==> config.mk <==
export PLATFORM = sky130hd
export DESIGN_NAME = branch_seq_unit
export DESIGN_NICKNAME = d
export VERILOG_FILES = /design/src/rtl/ctu_pkg.sv /design/src/rtl/ctu_cond_eval.sv /design/src/rtl/ctu_dest_gen.sv /design/src/rtl/ctu_stack_ptr.sv /design/src/rtl/branch_seq_unit.sv
export SDC_FILE = /design/constraint.sdc
export NUM_CORES = 1
export LEC_CHECK = 0
export ABC_AREA = 0
export BUFFER_PORTS_ARGS = -buffer_cell sky130_fd_sc_hd__buf_2
export CAP_MARGIN = 5
export CORE_MARGIN = 1.5
export CORE_UTILIZATION = 25
export CTS_CLUSTER_DIAMETER = 100
export DETAILED_ROUTE_END_ITERATION = 10
export GPL_ROUTABILITY_DRIVEN = 0
export GPL_TIMING_DRIVEN = 0
export RECOVER_POWER = 25
export SETUP_SLACK_MARGIN = 0.1
export SYNTH_ARGS = -nofsm -noshare
export SYNTH_HDL_FRONTEND = slang
export SYNTH_HIERARCHICAL = 1
export SYNTH_SLANG_ARGS = --single-unit
==> constraint.sdc <==
create_clock -name clk -period 5.6 [get_ports clk]
set_clock_uncertainty 0.05 [all_clocks]
set_input_delay 0.28 -clock clk [delete_from_list [all_inputs] [get_ports clk]]
set_output_delay 0.28 -clock clk [all_outputs]
set_load 0.01 [all_outputs]
==> src/rtl/ctu_pkg.sv <==
package ctu_pkg;
    localparam logic [2:0] OP_JUMP    = 3'd0;
    localparam logic [2:0] OP_CALL    = 3'd1;
    localparam logic [2:0] OP_RET     = 3'd2;
    localparam logic [2:0] OP_HLJMP   = 3'd3;
    localparam logic [2:0] OP_RESTART = 3'd4;

    typedef enum logic [2:0] {
        ST_IDLE    = 3'd0,
        ST_PUSH_HI = 3'd1,
        ST_PUSH_LO = 3'd2,
        ST_POP_LO  = 3'd3,
        ST_POP_HI  = 3'd4
    } ctu_state_e;
endpackage

==> src/rtl/ctu_cond_eval.sv <==
module ctu_cond_eval (
    input  logic [2:0] cond_sel,
    input  logic       flag_s,
    input  logic       flag_z,
    input  logic       flag_p,
    input  logic       flag_cy,
    output logic       cond_true
);
    logic picked;

    // bits [2:1] pick the flag, bit 0 picks the polarity wanted
    always_comb begin
        unique case (cond_sel[2:1])
            2'd0:    picked = flag_z;
            2'd1:    picked = flag_cy;
            2'd2:    picked = flag_p;
            default: picked = flag_s;
        endcase
        cond_true = (picked == cond_sel[0]);
    end
endmodule

==> src/rtl/ctu_dest_gen.sv <==
module ctu_dest_gen import ctu_pkg::*; #(
    parameter int ADDR_W    = 16,
    parameter int RST_SHIFT = 3
) (
    input  logic [2:0]          op,
    input  logic [ADDR_W-1:0]   target,
    input  logic [ADDR_W/2-1:0] reg_h,
    input  logic [ADDR_W/2-1:0] reg_l,
    input  logic [2:0]          rst_num,
    output logic [ADDR_W-1:0]   dest
);
    always_comb begin
        unique case (op)
            OP_HLJMP:   dest = {reg_h, reg_l};
            OP_RESTART: dest = ADDR_W'(rst_num) << RST_SHIFT;
            default:    dest = target;
        endcase
    end
endmodule

==> src/rtl/ctu_stack_ptr.sv <==
module ctu_stack_ptr #(
    parameter int                ADDR_W   = 16,
    parameter logic [ADDR_W-1:0] SP_RESET = '0
) (
    input  logic              clk,
    input  logic              rst_n,
    input  logic              dec2,
    input  logic              inc2,
    output logic [ADDR_W-1:0] sp
);
    localparam logic [ADDR_W-1:0] STEP = ADDR_W'(2);

    always_ff @(posedge clk or negedge rst_n) begin
        if (!rst_n)    sp <= SP_RESET;
        else if (dec2) sp <= sp - STEP;
        else if (inc2) sp <= sp + STEP;
    end

    AST_NO_DUAL_STEP: assert property (@(posedge clk) disable iff (!rst_n) !(dec2 && inc2));
endmodule

==> src/rtl/branch_seq_unit.sv <==
module branch_seq_unit import ctu_pkg::*; #(
    parameter int                ADDR_W    = 16,
    parameter logic [ADDR_W-1:0] SP_RESET  = '0,
    parameter int                RST_SHIFT = 3
) (
    input  logic                clk,
    input  logic                rst_n,
    input  logic                start,
    input  logic [2:0]          op,
    input  logic                cond_en,
    input  logic [2:0]          cond_sel,
    input  logic                flag_s,
    input  logic                flag_z,
    input  logic                flag_p,
    input  logic                flag_cy,
    input  logic [ADDR_W-1:0]   target,
    input  logic [ADDR_W-1:0]   next_seq,
    input  logic [ADDR_W/2-1:0] reg_h,
    input  logic [ADDR_W/2-1:0] reg_l,
    input  logic [2:0]          rst_num,
    input  logic [ADDR_W/2-1:0] mem_rdata,
    output logic [ADDR_W-1:0]   pc_out,
    output logic                done,
    output logic                taken,
    output logic                busy,
    output logic [ADDR_W-1:0]   sp,
    output logic [ADDR_W-1:0]   mem_addr,
    output logic [ADDR_W/2-1:0] mem_wdata,
    output logic                mem_we
);
    localparam int BYTE_W = ADDR_W / 2;
    localparam logic [ADDR_W-1:0] ONE = ADDR_W'(1);
    localparam logic [ADDR_W-1:0] TWO = ADDR_W'(2);

    ctu_state_e          state_q, state_d;
    logic                cond_true, cond_ok;
    logic                take, need_push, need_pop;
    logic [ADDR_W-1:0]   dest;
    logic [ADDR_W-1:0]   ret_q, dest_q;
    logic [BYTE_W-1:0]   lo_q;
    logic                sp_dec, sp_inc;

    ctu_cond_eval u_cond (
        .cond_sel (cond_sel),
        .flag_s   (flag_s),
        .flag_z   (flag_z),
        .flag_p   (flag_p),
        .flag_cy  (flag_cy),
        .cond_true(cond_true)
    );

    ctu_dest_gen #(.ADDR_W(ADDR_W), .RST_SHIFT(RST_SHIFT)) u_dest (
        .op     (op),
        .target (target),
        .reg_h  (reg_h),
        .reg_l  (reg_l),
        .rst_num(rst_num),
        .dest   (dest)
    );

    ctu_stack_ptr #(.ADDR_W(ADDR_W), .SP_RESET(SP_RESET)) u_sp (
        .clk  (clk),
        .rst_n(rst_n),
        .dec2 (sp_dec),
        .inc2 (sp_inc),
        .sp   (sp)
    );

    // request classification
    always_comb begin
        cond_ok   = !cond_en || cond_true;
        take      = 1'b0;
        need_push = 1'b0;
        need_pop  = 1'b0;
        unique case (op)
            OP_JUMP: take = cond_ok;
            OP_CALL: begin
                take      = cond_ok;
                need_push = cond_ok;
            end
            OP_RET: begin
                take     = cond_ok;
                need_pop = cond_ok;
            end
            OP_HLJMP: take = 1'b1;
            OP_RESTART: begin
                take      = 1'b1;
                need_push = 1'b1;
            end
            default: take = 1'b0;
        endcase
    end

    // state register
    always_ff @(posedge clk or negedge rst_n) begin
        if (!rst_n) state_q <= ST_IDLE;
        else        state_q <= state_d;
    end

    // transitions
    always_comb begin
        state_d = state_q;
        unique case (state_q)
            ST_IDLE: begin
                if (start && need_push)     state_d = ST_PUSH_HI;
                else if (start && need_pop) state_d = ST_POP_LO;
            end
            ST_PUSH_HI: state_d = ST_PUSH_LO;
            ST_PUSH_LO: state_d = ST_IDLE;
            ST_POP_LO:  state_d = ST_POP_HI;
            ST_POP_HI:  state_d = ST_IDLE;
            default:    state_d = ST_IDLE;
        endcase
    end

    // state-decoded outputs
    always_comb begin
        busy      = (state_q != ST_IDLE);
        mem_we    = 1'b0;
        mem_addr  = sp;
        mem_wdata = '0;
        sp_dec    = 1'b0;
        sp_inc    = 1'b0;
        unique case (state_q)
            ST_PUSH_HI: begin
                mem_we    = 1'b1;
                mem_addr  = sp - ONE;
                mem_wdata = ret_q[ADDR_W-1:BYTE_W];
            end
            ST_PUSH_LO: begin
                mem_we    = 1'b1;
                mem_addr  = sp - TWO;
                mem_wdata = ret_q[BYTE_W-1:0];
                sp_dec    = 1'b1;
            end
            ST_POP_LO: mem_addr = sp;
            ST_POP_HI: begin
                mem_addr = sp + ONE;
                sp_inc   = 1'b1;
            end
            default: mem_addr = sp;
        endcase
    end

    // result and operand registers
    always_ff @(posedge clk or negedge rst_n) begin
        if (!rst_n) begin
            pc_out <= '0;
            done   <= 1'b0;
            taken  <= 1'b0;
            ret_q  <= '0;
            dest_q <= '0;
            lo_q   <= '0;
        end else begin
            done <= 1'b0;
            unique case (state_q)
                ST_IDLE: begin
                    if (start && need_push) begin
                        ret_q  <= next_seq;
                        dest_q <= dest;
                    end else if (start && !need_pop) begin
                        done   <= 1'b1;
                        taken  <= take;
                        pc_out <= take ? dest : next_seq;
                    end
                end
                ST_PUSH_LO: begin
                    done   <= 1'b1;
                    taken  <= 1'b1;
                    pc_out <= dest_q;
                end
                ST_POP_LO: lo_q <= mem_rdata;
                ST_POP_HI: begin
                    done   <= 1'b1;
                    taken  <= 1'b1;
                    pc_out <= {mem_rdata, lo_q};
                end
                default: ;
            endcase
        end
    end

    AST_SP_STEP_TWO: assert property (@(posedge clk) disable iff (!rst_n)
        !$stable(sp) |-> (sp == $past(sp) - TWO || sp == $past(sp) + TWO));
    AST_NOTAKEN_NO_STACK: assert property (@(posedge clk) disable iff (!rst_n)
        (done && !taken) |-> ($stable(sp) && !$past(mem_we)));
    AST_WRITE_WHILE_BUSY: assert property (@(posedge clk) disable iff (!rst_n)
        mem_we |-> busy);
    AST_PUSH_THEN_DONE: assert property (@(posedge clk) disable iff (!rst_n)
        $fell(mem_we) |-> (done && taken));
    AST_POP_RAISES_SP: assert property (@(posedge clk) disable iff (!rst_n)
        (done && $past(state_q == ST_POP_HI)) |-> (sp == $past(sp) + TWO));
endmodule

==> run summary <==
Outcome: finished with violations
Failing checks: capacitance limit, slew limit
DIE HEIGHT: 156 um
CTS H-tree depth: 3
Area Overhead vs Synth: 23.5%
DIE WIDTH: 156 um
Seq/Total Area, Yosys: 0.325
Clock slew at reported path FFs: 0.06 ns
Setup TNS: 0 ns
Final wirelength: 18,700 um
Vias per inst: 5.04
Sw power: 1.36 mW
Worst Path Buf+Inv: 2
Synthesis warning total: 6
Overall routing resource usage: 0.155
Worst min path class: primary input to flip-flop
Minimum clock period: 4.36 ns
Fin. Hold Viols: 0
Post-synth EDFFs: 0
Net count, final: 928
Post-synthesis async set-or-reset flop share: 1.00
Logic pwr share: 0.499
Max-cap violations: 2
Ports: 133
Slowest-stage cell, CP: nand2_1
Final hold slack: 0.0996 ns
RSZ-0062 raised after global routing: false
DR DRC count: 0
Most used cell, CP: o21ai_0
Tcrit/Tclk final: 0.779
Endpoint class of the critical path: output port
Sink Count: 76
Total congestion overflow: 0
Via count: 5,753
Wire per inst: 16.4 um
Clk pwr share: 0.194
CTS Root Cell: clkbuf_16
CP Data Arrival Time: 4.03 ns
Max Slew Vio Count: 79
Cell Rows: 55
Setup crit start kind: flip-flop
Mean Syn Cell Area: 8.63 sq um
Cells along the critical path: clkbuf_1 -> nand2_1 -> ha_1 -> o21ai_0 -> nor4b_1 -> o21ai_0 -> a21oi_1 -> mux2i_1 -> xnor2_1 -> buf_2
Largest stage delay, worst path: 0.64 ns
Hold_buf cts: 1
Crit path required time: 5.27 ns
ANT nets after route: 0
Layout cells sized above 1: 0.250
# Post-CTS Setup Buffers: 0
Dpl hpwl: 14,300 um
Starting Density: 0.257
Largest area contributor in the netlist: dfrtp_1
Max-slew headroom: -0.444
First-pass GRT wire length: 29,400 um
CTS tree: built
CP top delay family: simple AND/OR/NAND/NOR gates
Internal Power: 1.87 mW
Worst Max-Slew Pin Slew: 2.17 ns
Sw frac: 0.420
Number of gates resized after cts: 0
DIE AREA: 24,400 sq um
Core area: 22,800 sq um
Port Buffers: 131
Initial drt markers: 385
Commonest non-fill, non-tap cell in the layout: buf_2
Top FF cell, synth: dfrtp_1
CTS Buffer Depth: 2
Synth top area cells: dfrtp_1, ha_1, mux2_2
Pin count of the biggest net entering global routing: 42
Clock latency on the worst-skew pair: 0.34 ns
Inserted Clock Buffers: 9
Synth Register Bits: 76
Syn nets: 784
Max IR drop VDD: 0.221 mV
Setup-failing EPs final: 0
Setup CP Type: flip-flop to output port
Mapped Cells: 679
Pwr per Cell Area: 446 nW/um^2
Max Clk Rate: 229 MHz
Crit path max fanout: 19
Synth cell types: 79
Sequential Power Share: 0.307
Vias in the first global route: 5,426
Iteration count of the initial detailed-routing pass: 5
Initial antenna violation count: 3
Share of the synthesized area in the top cell type: 0.325
Mapped cell area: 5860 sq um
Leakage: 3.29 nW
Most frequent cells in the layout: buf_2, nand2_1, dfrtp_1
## flip-flops by register name, indices dropped and copies added (netlist names)
name / cells
dest_q: 16
pc_out: 16
ret_q: 16
u_sp/sp: 15
lo_q: 8
state_q: 3
done: 1
taken: 1
## worst min-delay path, delay by kind of cell
kind          cells  cell delay [ns]
buf+inv           1             0.09
simple gates      2             0.08
## synth_stat cells, drive strengths merged (12+ instances only)
cell type and n:
a21oi 46, a22oi 25, a31oi 17, buf 25
clkbuf 13, dfrtp 76, ha 30, inv 12
mux2 33, nand2 89, nor2 66, nor2b 12
nor3 13, o21ai 24, o22a 16, o22ai 13
## power by group through the flow
stage	logic [mW]	registers, mW	clock network, mW
after floorplan	1.10	0.968	0
after global placement	1.59	0.987	0
after detailed placement	1.61	0.993	0
after CTS	1.62	0.985	0.638
after global routing	1.80	1.02	0.663
final	1.61	0.990	0.627
## metrics by stage
step / setup slack [ns] / area (sq um) / std cells / power [mW] / util
after floorplan: 2.60 / 5860 / 679 / 2.07 / -
after global placement: 1.66 / 6910 / 1123 / 2.58 / 0.302
after detailed placement: 1.62 / 6930 / 1124 / 2.60 / 0.303
after CTS: 1.23 / 7260 / 1140 / 3.24 / 0.318
after global routing: 0.785 / 7230 / 1140 / 3.48 / 0.317
final: 1.24 / 7240 / 1142 / 3.23 / 0.317
## cells by family after synthesis
logic type               Yosys count  share of synthesized area
buffers and inverters             52                     0.0429
XOR/XNOR                          21                     0.0314
other                              1                   0.000640
AO/OA/AOI/OAI                    208                      0.247
adder cells (fa/ha/maj)           33                     0.0726
flip-flops                        76                      0.325
AND/OR/NAND/NOR                  248                      0.204
multiplexers                      40                     0.0775
## layer usage
layer	wire length, um	GRT usage
met1	8350	0.198
met2	8910	0.261
met3	1200	0.0392
met4	214	0.0331
met5	7	0
## final cells by class
class,instances,area [sq um]
fill,2489,15600
multi-input combinational,551,3710
sequential,76,1900
timing repair buffer,133,666
tap,313,392
clock buffer,11,243
buffer,38,194
clock inverter,4,73.8
inverter,14,57.6
antenna,2,5.00
## worst paths after layout
kind                               from            to  slack, ns  depth (start not counted)
hold / removal             mem_rdata[7]       lo_q[7]        0.1                          3
setup / recovery             state_q[2]  mem_addr[15]       1.24                         10
max in group asynchronous         rst_n     pc_out[8]       1.60                          3
hold reg to reg                 lo_q[3]       lo_q[3]       0.43                          2
setup reg to reg             state_q[2]    u_sp/sp[8]       2.60                          8
min in group asynchronous         rst_n      ret_q[5]       1.03                          2
(Power assumes the default switching activity.)
